## config.mk

```make
export PLATFORM = sky130hd
export DESIGN_NAME = cmp_timer_frame
export DESIGN_NICKNAME = d
export VERILOG_FILES = /design/src/rtl/cmp_timer_pkg.sv /design/src/rtl/cmp_timer_dec.sv /design/src/rtl/cmp_timer_abs.sv /design/src/rtl/cmp_timer_auto.sv /design/src/rtl/cmp_timer_frame.sv
export SDC_FILE = /design/constraint.sdc
export NUM_CORES = 1
export LEC_CHECK = 0
export BUFFER_PORTS_ARGS = -buffer_cell sky130_fd_sc_hd__buf_2
export CAP_MARGIN = 20
export CORE_ASPECT_RATIO = 0.7
export CORE_MARGIN = 2
export CORE_UTILIZATION = 40
export DETAILED_ROUTE_END_ITERATION = 16
export MAX_ROUTING_LAYER = met4
export SLEW_MARGIN = 30
export SYNTH_ARGS = -nofsm -noshare
export SYNTH_HDL_FRONTEND = slang
export SYNTH_SLANG_ARGS = --single-unit
```

## constraint.sdc

```tcl
create_clock -name clk_i -period 5.76 [get_ports clk_i]
set_clock_uncertainty 0.2 [all_clocks]
set_input_delay 0.864 -clock clk_i [delete_from_list [all_inputs] [get_ports clk_i]]
set_output_delay 0.864 -clock clk_i [all_outputs]
set_load 0.005 [all_outputs]
```

## src/rtl/cmp_timer_pkg.sv

```systemverilog
package cmp_timer_pkg;
  localparam int unsigned ADDR_W = 8;

  localparam logic [ADDR_W-1:0] OFF_CNT_LO   = 8'h00;
  localparam logic [ADDR_W-1:0] OFF_CNT_HI   = 8'h04;
  localparam logic [ADDR_W-1:0] OFF_FREQ     = 8'h10;
  localparam logic [ADDR_W-1:0] OFF_CMP_LO   = 8'h20;
  localparam logic [ADDR_W-1:0] OFF_CMP_HI   = 8'h24;
  localparam logic [ADDR_W-1:0] OFF_DELTA    = 8'h28;
  localparam logic [ADDR_W-1:0] OFF_CTL      = 8'h2C;
  localparam logic [ADDR_W-1:0] OFF_AUTO_LO  = 8'h40;
  localparam logic [ADDR_W-1:0] OFF_AUTO_HI  = 8'h44;
  localparam logic [ADDR_W-1:0] OFF_RELOAD   = 8'h48;
  localparam logic [ADDR_W-1:0] OFF_AUTO_CTL = 8'h4C;

  localparam int unsigned CTL_EN   = 0;
  localparam int unsigned CTL_MASK = 1;
  localparam int unsigned CTL_STAT = 2;
  localparam int unsigned AC_EN    = 0;
  localparam int unsigned AC_EVT   = 1;

  typedef enum logic [3:0] {
    SEL_NONE,
    SEL_CNT_LO,
    SEL_CNT_HI,
    SEL_FREQ,
    SEL_CMP_LO,
    SEL_CMP_HI,
    SEL_DELTA,
    SEL_CTL,
    SEL_AUTO_LO,
    SEL_AUTO_HI,
    SEL_RELOAD,
    SEL_AUTO_CTL
  } reg_sel_e;
endpackage

```

## src/rtl/cmp_timer_dec.sv

```systemverilog
module cmp_timer_dec
  import cmp_timer_pkg::*;
(
  input  logic [ADDR_W-1:0] addr_i,
  output reg_sel_e          sel_o
);
  always_comb begin
    unique case (addr_i)
      OFF_CNT_LO:   sel_o = SEL_CNT_LO;
      OFF_CNT_HI:   sel_o = SEL_CNT_HI;
      OFF_FREQ:     sel_o = SEL_FREQ;
      OFF_CMP_LO:   sel_o = SEL_CMP_LO;
      OFF_CMP_HI:   sel_o = SEL_CMP_HI;
      OFF_DELTA:    sel_o = SEL_DELTA;
      OFF_CTL:      sel_o = SEL_CTL;
      OFF_AUTO_LO:  sel_o = SEL_AUTO_LO;
      OFF_AUTO_HI:  sel_o = SEL_AUTO_HI;
      OFF_RELOAD:   sel_o = SEL_RELOAD;
      OFF_AUTO_CTL: sel_o = SEL_AUTO_CTL;
      default:      sel_o = SEL_NONE;
    endcase
  end
endmodule

```

## src/rtl/cmp_timer_abs.sv

```systemverilog
module cmp_timer_abs #(
  parameter int unsigned DATA_W = 32,
  localparam int unsigned CNT_W = 2 * DATA_W
) (
  input  logic              clk_i,
  input  logic              rst_ni,
  input  logic [CNT_W-1:0]  count_i,
  input  logic              wr_lo_i,
  input  logic              wr_hi_i,
  input  logic              wr_delta_i,
  input  logic [DATA_W-1:0] wdata_i,
  output logic [CNT_W-1:0]  cval_o,
  output logic [DATA_W-1:0] delta_o,
  output logic              reached_o
);
  logic [CNT_W-1:0] cval_q;
  logic [CNT_W-1:0] diff;
  logic [CNT_W-1:0] wdata_sext;

  assign wdata_sext = {{DATA_W{wdata_i[DATA_W-1]}}, wdata_i};

  always_ff @(posedge clk_i or negedge rst_ni) begin
    if (!rst_ni) begin
      cval_q <= '0;
    end else if (wr_delta_i) begin
      cval_q <= count_i + wdata_sext;
    end else begin
      if (wr_lo_i) cval_q[DATA_W-1:0]     <= wdata_i;
      if (wr_hi_i) cval_q[CNT_W-1:DATA_W] <= wdata_i;
    end
  end

  assign diff      = cval_q - count_i;
  assign delta_o   = diff[DATA_W-1:0];
  assign reached_o = (count_i >= cval_q);
  assign cval_o    = cval_q;
endmodule

```

## src/rtl/cmp_timer_auto.sv

```systemverilog
module cmp_timer_auto
  import cmp_timer_pkg::*;
#(
  parameter int unsigned DATA_W = 32,
  localparam int unsigned CNT_W = 2 * DATA_W
) (
  input  logic              clk_i,
  input  logic              rst_ni,
  input  logic [CNT_W-1:0]  count_i,
  input  logic              wr_ctl_i,
  input  logic              wr_reload_i,
  input  logic [DATA_W-1:0] wdata_i,
  output logic              en_o,
  output logic              evt_o,
  output logic [CNT_W-1:0]  val_o,
  output logic [DATA_W-1:0] reload_o
);
  logic              en_q;
  logic              evt_q;
  logic [CNT_W-1:0]  val_q;
  logic [DATA_W-1:0] reload_q;
  logic              start;
  logic              hit;

  assign start = wr_ctl_i & wdata_i[AC_EN] & ~en_q;
  assign hit   = en_q & (count_i >= val_q);

  always_ff @(posedge clk_i or negedge rst_ni) begin
    if (!rst_ni) begin
      en_q     <= 1'b0;
      evt_q    <= 1'b0;
      val_q    <= '0;
      reload_q <= '0;
    end else begin
      if (wr_reload_i) reload_q <= wdata_i;
      if (wr_ctl_i)    en_q     <= wdata_i[AC_EN];
      if (start) begin
        val_q <= count_i + CNT_W'(reload_q);
        evt_q <= 1'b0;
      end else begin
        if (hit) begin
          evt_q <= 1'b1;
          val_q <= val_q + CNT_W'(reload_q);
        end
        // clear request outranks a same-cycle hit
        if (wr_ctl_i && !wdata_i[AC_EVT]) evt_q <= 1'b0;
      end
    end
  end

  assign en_o     = en_q;
  assign evt_o    = evt_q;
  assign val_o    = val_q;
  assign reload_o = reload_q;
endmodule

```

## src/rtl/cmp_timer_frame.sv

```systemverilog
module cmp_timer_frame
  import cmp_timer_pkg::*;
#(
  parameter int unsigned DATA_W  = 32,
  parameter logic [31:0] FREQ_ID = 32'h0000_0000,
  localparam int unsigned CNT_W  = 2 * DATA_W
) (
  input  logic              clk_i,
  input  logic              rst_ni,
  input  logic [CNT_W-1:0]  count_i,
  input  logic              wr_en_i,
  input  logic [ADDR_W-1:0] addr_i,
  input  logic [DATA_W-1:0] wdata_i,
  output logic [DATA_W-1:0] rdata_o,
  output logic              irq_o
);
  reg_sel_e          sel;
  logic              ctl_en_q;
  logic              ctl_mask_q;
  logic [CNT_W-1:0]  cval;
  logic [DATA_W-1:0] delta;
  logic              reached;
  logic              ai_en;
  logic              ai_evt;
  logic [CNT_W-1:0]  ai_val;
  logic [DATA_W-1:0] ai_reload;
  logic              istatus;

  cmp_timer_dec u_dec (
    .addr_i (addr_i),
    .sel_o  (sel)
  );

  cmp_timer_abs #(.DATA_W(DATA_W)) u_abs (
    .clk_i      (clk_i),
    .rst_ni     (rst_ni),
    .count_i    (count_i),
    .wr_lo_i    (wr_en_i && sel == SEL_CMP_LO),
    .wr_hi_i    (wr_en_i && sel == SEL_CMP_HI),
    .wr_delta_i (wr_en_i && sel == SEL_DELTA),
    .wdata_i    (wdata_i),
    .cval_o     (cval),
    .delta_o    (delta),
    .reached_o  (reached)
  );

  cmp_timer_auto #(.DATA_W(DATA_W)) u_auto (
    .clk_i       (clk_i),
    .rst_ni      (rst_ni),
    .count_i     (count_i),
    .wr_ctl_i    (wr_en_i && sel == SEL_AUTO_CTL),
    .wr_reload_i (wr_en_i && sel == SEL_RELOAD),
    .wdata_i     (wdata_i),
    .en_o        (ai_en),
    .evt_o       (ai_evt),
    .val_o       (ai_val),
    .reload_o    (ai_reload)
  );

  always_ff @(posedge clk_i or negedge rst_ni) begin
    if (!rst_ni) begin
      ctl_en_q   <= 1'b0;
      ctl_mask_q <= 1'b0;
    end else if (wr_en_i && sel == SEL_CTL) begin
      ctl_en_q   <= wdata_i[CTL_EN];
      ctl_mask_q <= wdata_i[CTL_MASK];
    end
  end

  // periodic mode takes over the status source
  assign istatus = ctl_en_q & (ai_en ? ai_evt : reached);
  assign irq_o   = istatus & ~ctl_mask_q;

  always_comb begin
    rdata_o = '0;
    unique case (sel)
      SEL_CNT_LO:   rdata_o = count_i[DATA_W-1:0];
      SEL_CNT_HI:   rdata_o = count_i[CNT_W-1:DATA_W];
      SEL_FREQ:     rdata_o = DATA_W'(FREQ_ID);
      SEL_CMP_LO:   rdata_o = cval[DATA_W-1:0];
      SEL_CMP_HI:   rdata_o = cval[CNT_W-1:DATA_W];
      SEL_DELTA:    rdata_o = delta;
      SEL_CTL: begin
        rdata_o[CTL_EN]   = ctl_en_q;
        rdata_o[CTL_MASK] = ctl_mask_q;
        rdata_o[CTL_STAT] = istatus;
      end
      SEL_AUTO_LO:  rdata_o = ai_val[DATA_W-1:0];
      SEL_AUTO_HI:  rdata_o = ai_val[CNT_W-1:DATA_W];
      SEL_RELOAD:   rdata_o = ai_reload;
      SEL_AUTO_CTL: begin
        rdata_o[AC_EN]  = ai_en;
        rdata_o[AC_EVT] = ai_evt;
      end
      default:      rdata_o = '0;
    endcase
  end
endmodule

```

# Word level (Yosys, flattened, before mapping)
# Cells that the tools add are included.
# word_totals
input_bits	107
word_cells	67
out_inout_bits	33
reg_bits	164
# classes
magnitude_cmp	2
n_addsub	4
bitwise_logic	7
n_mux	13
n_eq_ne	20
reduce_logical	13
# ops
op	n
$pmux 29 s8	1
$mux 64	3
$add 64x32->64	2
$ge 64x64->1	2
$add 64x64->64	1
$mux 32	2
$pmux 4 s11	1
$eq 8x6->1 const B	4
$eq 8x7->1 const B	4
$sub 32x32->32	1
$pmux 2 s10	1
$eq 4x3->1 const B	4
$eq 4x4->1 const B	4
$pmux 1 s9	1
$eq 8x3->1 const B	1
$eq 8x5->1 const B	1
$logic_not 8->1	1
$logic_and 1x1->1	7
$reduce_bool 2->1	3
$and 1x1->1	5
$eq 4x1->1 const B	1
$eq 4x2->1 const B	1
$mux 1	4
$reduce_bool 3->1	1
other kinds (2)	3

# Logic depth before layout (Yosys ltp)
# depth
ltp_word	7
depth_mapped	28
depth_no_buf	24

# Cells and area by module
# From an unflattened synthesis, not the netlist that was laid out.
# hier_totals
hier_cells	2715
hier_area_um2	21426.8
# by_module_without_submodules
mod	cells_each	area_each_um2	instances	seq_area_each_um2
cmp_timer_abs	1302	9939.5	1	1601.5
cmp_timer_auto	1098	9303.9	1	2452.4
cmp_timer_frame	300	2077.0	1	50.0
cmp_timer_dec	15	106.4	1	0.0

# Worst setup path before layout
# Ideal clock, no wire load.
# synth_timing
path_type	input -> register
startpoint	input addr_i[7]
endpoint	register u_auto.val_q[45] (netlist: u_auto.val_o[45])
required_time_ps	5424
stages	27
setup_time_ps	136
slack_ps	-1322
t_arrival_ps	6746
n_path_buf	6
cell_sequence	or3_1 > nor2_1 > nand3b_1 > ha_1 > or4b_4 > a2111oi_4 > and4_1 > buf_4 > buf_6 > buf_2 > buf_1 > buf_1 > nand2_1 > o21ai_0 > ha_1 > clkbuf_1 > nand3_1 > or3_1 > nor2_1 > nand2_1 > o21ai_0 > a41oi_1 > a21oi_1 > o211ai_1 > nor3_1 > xnor2_1 > mux2i_1
# synth_via
elab_chain_len	7
word_cells_on_any_way	18
cone_classes	eq/ne: 11; mux: 2; bitwise: 2; reduce/logical: 3
# synth_rtl
element	line	rtl
start, declared	cmp_timer_frame.sv:12	input logic [ADDR_W-1:0] addr_i,
$eq 8x7->1, or another cell as far along	cmp_timer_dec.sv:8	unique case (addr_i)
$pmux 4 s11 *	cmp_timer_dec.sv:8	
$eq 4x4->1 *	cmp_timer_frame.sv:51	.wr_ctl_i (wr_en_i && sel == SEL_AUTO_CTL),
$logic_and 1x1->1 *	cmp_timer_frame.sv:51	
$and 1x1->1 * (2 in series)	cmp_timer_auto.sv:25	assign start = wr_ctl_i & wdata_i[AC_EN] & ~en_q;
$mux 64 or $reduce_bool 2->1 (tied branches)	--	
end signal, assigned	cmp_timer_auto.sv:38	val_q <= count_i + CNT_W'(reload_q);
end signal, assigned	cmp_timer_auto.sv:43	val_q <= val_q + CNT_W'(reload_q);
end, declared	cmp_timer_auto.sv:20	logic [CNT_W-1:0] val_q;
# Every way passes the cells marked *; elsewhere a longest branch is shown, timed or not.
# A chain may end at the register's enable or synchronous reset.

# Worst setup path after layout
# layout_timing
startpoint	input addr_i[0]
endpoint	register u_auto.val_q[47] (netlist: u_auto.val_o[47])
# Same word-level chain as after synthesis.

==> flow_metrics.env <==
export IMPL_seq_area_frac_synth_pct=20.00
export IMPL_antenna_found_initial=12
export IMPL_fin_crit_sh_pct=102.4
export IMPL_yosys_area_top_type="dfrtp_1"
export IMPL_drt_wl_total_um=104000
export IMPL_syn_area_sq_mm=0.02052
export IMPL_worstSetupPathDepth=24
export IMPL_worst_hold_path_type="in -> async"
export IMPL_numCtsBuffers=17
export IMPL_drcViolationCount=0
export IMPL_wl_met1_um=45990
export IMPL_path_delay_family="simple AND/OR/NAND/NOR gates"
export IMPL_wl_met2_um=40390
export IMPL_num_fill_cells=4915
export IMPL_ff2ff_path_depth=13
export IMPL_antenna_left=0
export IMPL_grt_max_degree=87
export IMPL_holdBufCountCts=0
export IMPL_dieWidth_um=274.7
export IMPL_track_usage_pct=38.77
export IMPL_firstDrtPassIters=8
export IMPL_ys_async_sr_fraction_pct=100.0
export IMPL_ys_ff_latch=164
export IMPL_dieHeight_um=193.5
export IMPL_std_cell_rows=69
export IMPL_slew_limit_headroom_pct=40.78
export IMPL_place_gp_congestion=1.080
export IMPL_synth_cells=2637
export IMPL_rsz0062_at_grt="true"
export IMPL_setup_slack_ns=-0.1397
export IMPL_insertion_delay_ns=0.49
export IMPL_dieArea_sq_mm=0.05315
export IMPL_drv_cap=0
export IMPL_hpwl_um=80670
export IMPL_violations="setup timing"
export IMPL_ir_drop_v=0.0001744
export IMPL_leakagePower_nw=11.33
export IMPL_drive_gt1_share_pct=20.59
export IMPL_cts_sinks=164
export IMPL_htreeDepth=4
export IMPL_final_hold_viol_count=0
export IMPL_setup_viol=14
export IMPL_path_cells="buf_6 > or3_4 > nor2_4 > nand3b_1 > ha_2 > or4b_4 > a2111oi_4 > and4_4 > buf_12 > buf_16 > o21ai_1 > ha_1 > nand3_2 > or3_4 > nor2_4 > buf_4 > a41oi_4 > a21oi_4 > buf_6 > o211ai_4 > buf_12 > nor4_4 > xnor2_1 > mux2i_1"
export IMPL_synthTopCellsByArea="dfrtp_1 (20%), ha_1 (16%), a21oi_1 (5.1%), xnor2_1 (4.9%), nand2_1 (4.7%)"
export IMPL_grt_pass1_wl_um=146600
export IMPL_start_util_pct=40.49
export IMPL_worst_pin_slew_ns=0.8791
export IMPL_required_ns=5.92
export IMPL_crit_path_end_kind="flip-flop"
export IMPL_synth_top_area_share_pct=20.00
export IMPL_post_route_util_pct=49.19
export IMPL_clkTransAtPathRegs_ns=0.08
export IMPL_route_vias_total=23240
export IMPL_arrival_ns=6.06
export IMPL_ys_types=89
export IMPL_period_needed_ns=5.900
export IMPL_dr_wl_met3_um=14120
export IMPL_top_layer_used="met4"
export IMPL_grt_overflow=0
export IMPL_outcome="finished with violations"
export IMPL_yosys_warnings=0
export IMPL_clockRootBuffer="clkbuf_16"
export IMPL_pin_count=140
export IMPL_grt_pass1_vias=21220
export IMPL_cts_max_path_buffers=2
export IMPL_crit_type="in -> reg"
export IMPL_synth_flop_cell="dfrtp_1"
export IMPL_syn_avg_cell_area_sq_um=7.780
export IMPL_cts_tree="yes"
export IMPL_wl_per_cell_um=28.99
export IMPL_area_growth_pct=21.50
export IMPL_core_sq_mm=0.05068
export IMPL_via_per_inst=6.480
export IMPL_synth_nets=3004
export IMPL_dp_cells=3500
export IMPL_path_max_fanout=6
export IMPL_cp_num_buf_inv=6
export IMPL_first_iter_violations=3338
export IMPL_critPathMaxStageDelay_ns=0.53
export IMPL_start_kind="input port"
export IMPL_synth_edf_count=0
export IMPL_finalNetCount=3259
export IMPL_max_freq_mhz=169.5
export IMPL_io_buffers=139
export IMPL_final_cells=3586
export IMPL_cp_slowest_cell="or4b_4"
export IMPL_slew_viol_final=0
export IMPL_power_density_mw_per_mm2=169.5
cell families (layout without fill, tap and decap cells):
logic type,Yosys count,after routing,share of synthesized area [%]
compound gates,831,831,27.22
fa+ha+maj,260,260,15.97
xor+xnor,149,149,6.361
buf+inv,353,621,6.586
mux,99,99,5.104
flops,164,164,20.00
simple gates,781,781,18.76
other cells,0,7,0
repair_timing:
item	CTS	global route
gates cloned	0	7
pin swaps	6	62
buffers inserted	3	38
setup endpoints to repair	17	46
gates resized for setup	13	115
cell usage after synthesis, types with 20 or more instances:
library cell / number
a21oi_1: 208
and2_1: 20
nor3_1: 51
dfrtp_1: 164
o211ai_1: 29
mux2i_1: 57
a222oi_1: 59
nand2_1: 258
inv_1: 220
a31oi_1: 22
clkbuf_1: 110
nand2b_1: 24
and3_1: 23
xor2_1: 34
mux2_2: 41
o21ai_0: 187
a211oi_1: 24
nand3_1: 57
xnor2_1: 115
o21a_1: 22
o21bai_1: 26
nor2b_1: 25
ha_1: 257
a21o_1: 107
o31ai_1: 20
nor2_1: 152
nand4_1: 88
final timing paths:
path	start	endpoint	slack (ns)
max	addr_i[0]	u_auto.val_o[47]	-0.14
min	rst_ni	u_abs.cval_o[4]	0.24
max reg2reg	u_auto.val_o[51]	u_auto.val_o[7]	1.02
min reg2reg	u_auto.val_o[1]	u_auto.val_o[1]	0.32
max in group asynchronous	rst_ni	u_abs.cval_o[29]	4.00
min in group clk_i	u_auto.val_o[1]	u_auto.val_o[1]	0.32
final cells by class:
type	instances	area [sq um]	share of cell area (%)
clock inverter	12	95.09	0.3815
multi-input combinational	2120	15830	63.51
tap	674	843.3	3.383
sequential	164	4104	16.46
antenna	7	17.52	0.07027
clock buffer	20	466.7	1.872
inverter	220	825.8	3.313
timing repair buffer	369	2743	11.00
cells in the final DEF, fill, tap and decap left out, types with 59 or more instances in the layout:
master,Yosys,final
a222oi_1,59,59
o21ai_0,187,163
buf_2,3,137
a21oi_1,208,198
inv_1,220,220
nand4_1,88,88
a21o_1,107,107
dfrtp_1,164,164
buf_4,2,204
xnor2_1,115,112
nand2_1,258,251
ha_1,257,251
nor2_1,152,138
state kept, by name, summed over array words and instances, names as in the netlist:
register	count
ctl_mask_q	1
u_abs.cval_o	64
u_auto.en_o	1
u_auto.val_o	64
u_auto.evt_o	1
ctl_en_q	1
u_auto.reload_o	32
routing by layer:
layer | track usage (%) | vias to the layer above
li1 | - | 10220
met1 | 56.45 | 11300
met2 | 50.68 | 1497
met3 | 11.35 | 223
met4 | 11.39 | 0
met5 | - | -
metrics by stage:
stage / setup slack [ns] / hold slack (ns) / total power, mW / setup TNS [ns] / area [sq um]
floorplan: -0.3169 / 0.2659 / 2.225 / -5.181 / 20760
global placement: -0.5282 / 0.2909 / 2.903 / -14.51 / 23270
detailed placement: -0.6519 / 0.3023 / 2.919 / -19.13 / 23270
CTS: -0.001633 / 0.3059 / 4.113 / -0.001633 / 23930
global route: -0.2667 / 0.2979 / 4.389 / -4.796 / 24930
finish: -0.1397 / 0.2396 / 4.225 / -0.7669 / 24930
power by group:
group	internal [mW]	switching, mW
combinational	0.642	1.10
sequential	1.21	0.0758
clock	0.593	0.608
total	2.44	1.78
Power figures use the tool's default switching activity.
